## src/rtl/fsr_pkg.sv

```systemverilog
package fsr_pkg;
    localparam logic [7:0] OP_WRSR  = 8'h01;
    localparam logic [7:0] OP_WRDI  = 8'h04;
    localparam logic [7:0] OP_WREN  = 8'h06;
    localparam logic [7:0] OP_ARMSR = 8'h50;
    localparam logic [7:0] OP_AAI   = 8'hAF;

    typedef struct packed {
        logic       bpl;
        logic       aai;
        logic [1:0] bp;
        logic       wel;
    } sr_state_t;

    typedef struct packed {
        logic armed;
        logic pend;
    } arm_state_t;

    function automatic logic is_arm_op(input logic [7:0] op);
        return (op == OP_ARMSR) || (op == OP_WREN);
    endfunction
endpackage

```

## src/rtl/fsr_prot_map.sv

```systemverilog
module fsr_prot_map #(
    parameter int ADDR_W = 19
) (
    input  logic [1:0]        bp,
    input  logic [ADDR_W-1:0] addr,
    output logic              prot
);
    localparam int EIGHTH_W  = 3;
    localparam int QUARTER_W = 2;

    logic top_eighth, top_quarter;

    always_comb begin
        top_eighth  = &addr[ADDR_W-1 -: EIGHTH_W];
        top_quarter = &addr[ADDR_W-1 -: QUARTER_W];
        unique case (bp)
            2'b00:   prot = 1'b0;
            2'b01:   prot = top_eighth;
            2'b10:   prot = top_quarter;
            default: prot = 1'b1;
        endcase
    end
endmodule

```

## src/rtl/fsr_arm_seq.sv

```systemverilog
module fsr_arm_seq
    import fsr_pkg::*;
(
    input  logic       clk,
    input  logic       rst_n,
    input  logic       cmd_valid,
    input  logic [7:0] cmd_op,
    input  logic       cs_rise,
    output logic       commit
);
    arm_state_t st_d, st_q;

    always_comb begin
        st_d = st_q;
        if (cs_rise) st_d.pend = 1'b0;
        if (cmd_valid) begin
            st_d.armed = is_arm_op(cmd_op);
            st_d.pend  = (cmd_op == OP_WRSR) && st_q.armed;
        end
        commit = cs_rise && st_q.pend;
    end

    always_ff @(posedge clk or negedge rst_n) begin
        if (!rst_n) st_q <= '0;
        else        st_q <= st_d;
    end


    arm_drop_chk: assert property (@(posedge clk) disable iff (!rst_n)
        (cmd_valid && !is_arm_op(cmd_op)) |=> !st_q.armed);


    pend_needs_arm_chk: assert property (@(posedge clk) disable iff (!rst_n)
        (cmd_valid && cmd_op == OP_WRSR && !st_q.armed) |=> !st_q.pend);
endmodule

```

## src/rtl/flash_sr_guard.sv

```systemverilog
module flash_sr_guard
    import fsr_pkg::*;
#(
    parameter int ADDR_W = 19
) (
    input  logic              clk,
    input  logic              rst_n,
    input  logic              cmd_valid,
    input  logic [7:0]        cmd_op,
    input  logic [7:0]        sr_wdata,
    input  logic              wp_lvl,
    input  logic              cs_rise,
    input  logic              prog_done,
    input  logic              erase_done,
    input  logic              aai_end,
    input  logic              op_busy,
    input  logic [ADDR_W-1:0] chk_addr,
    output logic [7:0]        status_byte,
    output logic              addr_prot,
    output logic              chip_erase_ok,
    output logic              wel,
    output logic              aai,
    output logic              busy
);
    localparam sr_state_t SR_RESET = '{bpl: 1'b0, aai: 1'b0, bp: 2'b11, wel: 1'b0};

    sr_state_t sr_d, sr_q;
    logic      commit;
    logic      locked;
    logic      unused_wdata;

    assign unused_wdata = &{1'b0, sr_wdata[6:4], sr_wdata[1:0]};

    fsr_arm_seq u_arm (
        .clk       (clk),
        .rst_n     (rst_n),
        .cmd_valid (cmd_valid),
        .cmd_op    (cmd_op),
        .cs_rise   (cs_rise),
        .commit    (commit)
    );

    fsr_prot_map #(.ADDR_W(ADDR_W)) u_map (
        .bp   (sr_q.bp),
        .addr (chk_addr),
        .prot (addr_prot)
    );

    always_comb begin
        sr_d   = sr_q;
        locked = !wp_lvl && sr_q.bpl;
        if (prog_done || erase_done) sr_d.wel = 1'b0;
        if (aai_end) begin
            sr_d.wel = 1'b0;
            sr_d.aai = 1'b0;
        end
        if (commit && !locked) begin
            sr_d.bpl = sr_wdata[7];
            sr_d.bp  = sr_wdata[3:2];
            sr_d.wel = 1'b0;
        end
        if (cmd_valid) begin
            unique case (cmd_op)
                OP_WREN: sr_d.wel = 1'b1;
                OP_WRDI: begin
                    sr_d.wel = 1'b0;
                    sr_d.aai = 1'b0;
                end
                OP_AAI:  if (sr_q.wel) sr_d.aai = 1'b1;
                default: ;
            endcase
        end
    end

    always_ff @(posedge clk or negedge rst_n) begin
        if (!rst_n) sr_q <= SR_RESET;
        else        sr_q <= sr_d;
    end

    always_comb begin
        busy          = op_busy;
        wel           = sr_q.wel;
        aai           = sr_q.aai;
        chip_erase_ok = (sr_q.bp == 2'b00);
        status_byte   = {sr_q.bpl, sr_q.aai, 2'b00, sr_q.bp, sr_q.wel, op_busy};
    end


    bpl_hold_chk: assert property (@(posedge clk) disable iff (!rst_n)
        (!wp_lvl && sr_q.bpl) |=> sr_q.bpl);


    wren_set_chk: assert property (@(posedge clk) disable iff (!rst_n)
        (cmd_valid && cmd_op == OP_WREN) |=> sr_q.wel);


    wrdi_clear_chk: assert property (@(posedge clk) disable iff (!rst_n)
        (cmd_valid && cmd_op == OP_WRDI) |=> (!sr_q.wel && !sr_q.aai));


    open_map_chk: assert property (@(posedge clk) disable iff (!rst_n)
        chip_erase_ok |-> !addr_prot);


    aai_needs_wel_chk: assert property (@(posedge clk) disable iff (!rst_n)
        $rose(sr_q.aai) |-> $past(sr_q.wel));
endmodule

```

## config.mk

```make
export PLATFORM = sky130hd
export DESIGN_NAME = flash_sr_guard
export DESIGN_NICKNAME = d
export VERILOG_FILES = /design/src/rtl/fsr_pkg.sv /design/src/rtl/fsr_prot_map.sv /design/src/rtl/fsr_arm_seq.sv /design/src/rtl/flash_sr_guard.sv
export SDC_FILE = /design/constraint.sdc
export NUM_CORES = 1
export LEC_CHECK = 0
export BUFFER_PORTS_ARGS = -buffer_cell sky130_fd_sc_hd__buf_2
export CAP_MARGIN = 30
export CORE_MARGIN = 2
export CORE_UTILIZATION = 27
export CTS_BUF_LIST = sky130_fd_sc_hd__clkbuf_16
export CTS_CLUSTER_DIAMETER = 80
export DETAILED_ROUTE_END_ITERATION = 8
export PLACE_DENSITY = 0.72
export SLEW_MARGIN = 30
export SYNTH_ARGS = -nofsm -noshare
export SYNTH_HDL_FRONTEND = slang
export SYNTH_SLANG_ARGS = --single-unit
```

## constraint.sdc

```tcl
create_clock -name clk -period 1 [get_ports clk]
set_input_delay 0.05 -clock clk [delete_from_list [all_inputs] [get_ports clk]]
set_output_delay 0.05 -clock clk [all_outputs]
set_load 0.02 [all_outputs]
```

==> Word level (Yosys, flattened, before mapping) <==
Cells that the tools add are included.
{ "classes": {"muxes": 12, "reduce_logical": 12, "n_eq_ne": 7} }
{ "ops": {"columns": ["op", "count"], "rows": [
  ["$eq A8 B3 Y1 const B", 2],
  ["$mux W1", 9],
  ["$eq A8 B1 Y1 const B", 1],
  ["$eq A8 B7 Y1 const B", 1],
  ["$eq A8 B8 Y1 const B", 1],
  ["$logic_and A1 B1 Y1", 4],
  ["$pmux W1 S2", 2],
  ["$pmux W1 S3", 1],
  ["$reduce_and A3 Y1", 1],
  ["$eq A2 B1 Y1 const B", 1],
  ["$eq A2 B2 Y1 const B", 1],
  ["$logic_not A1 Y1", 2],
  ["$logic_not A2 Y1", 1],
  ["$logic_or A1 B1 Y1", 2],
  ["$reduce_and A2 Y1", 1],
  ["$reduce_bool A2 Y1", 1]
]} }
{ "word_totals": {"register_bits": 7, "out_inout_bits": 13, "in_bits": 44} }

==> Longest topological paths before layout <==
{ "logic_depth": {"depth_word": 7, "mapped_depth": 3, "depth_no_buf": 3} }

==> Modules after synthesis <==
Synthesis repeated with hierarchy kept, for this count alone.
{ "hier_totals": {"hier_cells": 46, "hier_area_um2": 450.4} }
{ "modules_own_cells": {"columns": ["mod", "cells_each", "area_each_um2", "seq_area_each_um2", "n_inst"], "rows": [
  ["flash_sr_guard", 28, 305.3, 127.6, 1],
  ["fsr_arm_seq", 14, 125.1, 50.0, 1],
  ["fsr_prot_map", 4, 20.0, 0.0, 1]
]} }

==> Worst setup path after synthesis <==
No wires, ideal clock.
{ "synth_timing": {"kind": "register -> register", "startpoint": "reg sr_q, in the netlist wel", "endpoint": "reg sr_q, in the netlist wel", "t_required_ns": 0.905, "t_arrival_ns": 1.070, "synth_period_minus_slack_ns": 1.166, "setup_time_ns": 0.095, "path_buffers": 0, "slack_ns": -0.166, "path_stages_with_launch": 3, "cell_sequence": "dfrtp_1 -> or4b_1 -> o31ai_1"} }
{ "synth_lines": {"columns": ["element", "line_no", "source"], "rows": [
  ["start: declaration", "flash_sr_guard.sv:27", "sr_state_t sr_d, sr_q;"],
  ["start signal: assignment", "flash_sr_guard.sv:77", "else sr_q <= sr_d;"]
]} }

==> Final worst setup path <==
{ "layout_timing": {"startpoint": "reg sr_q, in the netlist status_byte[3]", "endpoint": "out addr_prot"} }
{ "layout_via": {"elab_chain_len": 2, "word_cells_on_any_way": 4, "classes_between": "eq/ne (2); mux (1); reduce/logical (1)"} }
{ "layout_lines": {"columns": ["element", "line_no", "source"], "rows": [
  ["$eq A2 B2 Y1 (tied with other cells)", "fsr_prot_map.sv:16", "unique case (bp)"],
  ["$pmux W1 S3 *", "fsr_prot_map.sv:16", null],
  ["end: declaration", "flash_sr_guard.sv:19", "output logic addr_prot,"]
]} }
Every way passes the cells marked *; elsewhere a longest branch is shown, timed or not.

==> metrics.txt <==
status=finished, violations left; violations in the final reports=negative setup slack; final critical delay including setup and external delays=1220 ps; insertion delay of the later-clocked pin in the worst-skew pair=230 ps; number of antenna-violating nets in the routed design=0; effective utilization at floorplan=29.1%; Max Clk Rate=822 MHz; Tightest Hold Check Type=input port to flip-flop; count of final setup violators=4; Worst Path Arrival=1170 ps; first-pass detailed-route iteration total=4; largest cells by area after synthesis=sky130_fd_sc_hd__dfrtp_1, sky130_fd_sc_hd__dfstp_2, sky130_fd_sc_hd__buf_4; Post-Place Worst Slack=-180 ps; number of I/O port buffers=30; least setup slack across all paths after layout=-217 ps; number of nets in the finished design=129; Mapped Area=449 um^2; Root Driver=sky130_fd_sc_hd__clkbuf_16; Setup CP Type=flip-flop to output pin; P&R area growth vs syn=78.8%; kind of end point of the critical path=output pin; Power per Cell Area=1320 mW/mm^2; Via Count=494; ratio of routed vias to standard cells=4.94; sort of element at the start of the critical path=flip-flop; Iteration-0 DRC Markers=7; maximum number of buffers from clock root to sink=2; CTS tree=yes; worst setup path startpoint=status_byte[3]$_DFFE_PN1P_; clock net sink count=7; Mapped Avg Cell Area=9.98 um^2; Die Width=44.8 um; Data required, critical path=950 ps; startpoint of the worst register-to-register path=wel$_DFF_PN0_; # IOs=57; number of warnings printed during yosys synthesis=0; global placement routability congestion=0.692; Congestion Overflow GR=0; maximum vdd ir drop=0.850 mV; wire length after detailed routing=1170 um; core area=0.00154 mm^2; non-filler cells, final=100; Max Slew Vio Count=0; worst clock skew=4.14 ps; global-route wire length before repair=1660 um; diode insertion count for antenna repair=0; Clock H-tree levels=1; fillcell total=136; Routed wire per std cell=11.7 um; via count of the first global-routing pass=466; fraction of the yosys area taken by sequential cells=39.6%; crit path max fanout=4; clock slew at reported path FFs=40 ps; standard-cell rows=14; final core occ=52.1%; commonest cells after routing, fill and taps aside=sky130_fd_sc_hd__buf_2, sky130_fd_sc_hd__buf_4; flip-flop and latch count after synthesis=7; Mapped Cells=45; number of hold-slack violations in the final timing report=0; total track usage=11.7%; Distinct cells, synth=25; cts bufs inserted=3; post-placement cell count=94; number of antenna violations at the first check in global routing=0; cell type contributing the most total cell area after synthesis=sky130_fd_sc_hd__dfrtp_1; Residual DRC=0; Total Die Area=0.00201 mm^2; fraction of final layout cells sized beyond drive strength 1=70.2%; hpwl dp=864 um; reported leakage power=0.390 nW; most frequent standard cell in the layout excluding fill and tap cells=sky130_fd_sc_hd__buf_2; share of the clock period used by the worst path=122%; share of the synthesized area in the top cell type=27.9%; number of max-cap violations=0; largest net degree at the start of global routing=8; startpoint of the lowest-slack hold path=aai_end; height of the die=44.8 um; unrepaired setup endpoints after global routing=true
cells by family (layout without fill, tap and decap cells):
kind of cell           after synthesis  count (layout)  share of synthesized area, %
AND/OR/NAND/NOR                     19              19                          29.0
buffers and inverters                9              47                          12.5
AO/OA/AOI/OAI                        7               7                          13.1
flip-flops                           7               7                          39.6
multiplexers                         2               2                          5.01
other                                1               2                         0.835
timing repair:
item                                    4_1_cts  5_1_grt
gates resized for setup                       9        4
pin swaps                                     1        0
hold endpoints to repair                      7        0
endpoints found under the setup margin        7        7
hold buffers                                  1        0
setup buffers                                 1        0
flip-flops by register name, indices dropped and copies added (netlist names):
register and cells:
status_byte 3, u_arm.st_q 2, aai 1, wel 1
power breakdown:
group / total, mW / switching (mW) / internal [mW]
registers: 0.286 / 0.000317 / 0.286
clock network: 0.675 / 0.150 / 0.524
logic: 0.0994 / 0.0484 / 0.0510
stage by stage:
stage	cell area, um^2	hold slack, ps	total power, mW	setup TNS (ps)
after floorplan	474	-246	0.328	-229
after global placement	659	-112	0.380	-418
after detailed placement	659	-110	0.382	-442
after CTS	792	38.7	1.08	-504
after global routing	803	41.2	1.11	-604
final	803	40.5	1.06	-521
synth_stat cells (all sizes together):
master / instances
buf: 6
dfrtp: 5
inv: 3
nand3: 3
nor3: 3
a31o: 2
a32o: 2
dfstp: 2
mux2: 2
nand2: 2
or4: 2
a21oi: 1
and4: 1
conb: 1
nand4b: 1
nand4bb: 1
nor2: 1
nor3b: 1
nor4: 1
o31ai: 1
o32ai: 1
or2b: 1
or3: 1
or4b: 1
path summary, 6_finish.rpt:
check	cells past startpoint	endpoint	slack, ps
worst max-delay path	3	addr_prot	-220
worst min-delay path	2	aai$_DFF_PN0_	40
worst max register to register	2	wel$_DFF_PN0_	-100
worst min register to register	1	status_byte[7]$_DFFE_PN0P_	550
max in group asynchronous	2	status_byte[2]$_DFFE_PN1P_	570
min in group asynchronous	2	u_arm.st_q[1]$_DFFE_PN0P_	200
area by class of cell:
type,count,area (um^2),share of cell area [%]
clock buffers,3,75.1,9.35
inverters,3,11.3,1.40
clock inverters,1,5.00,0.623
well taps,16,20.0,2.49
repair buffers,40,249,31.0
flip-flops and latches,7,180,22.4
multi-input cells,30,263,32.7
per-layer routing:
metal / GRT usage, % / vias up / wire [um]
li1: - / 245 / -
met1: 12.2 / 235 / 463
met2: 19.7 / 14 / 649
met3: 4.80 / 0 / 52
met4: 7.06 / 0 / 0
met5: 0 / - / 0
critical path, cell delays in order, from the launching register on:
cell and delay [ps]:
sky130_fd_sc_hd__dfstp_2 380, sky130_fd_sc_hd__a31o_2 210, sky130_fd_sc_hd__a32o_1 210, sky130_fd_sc_hd__buf_6 130
Power figures use the tool's default switching activity.
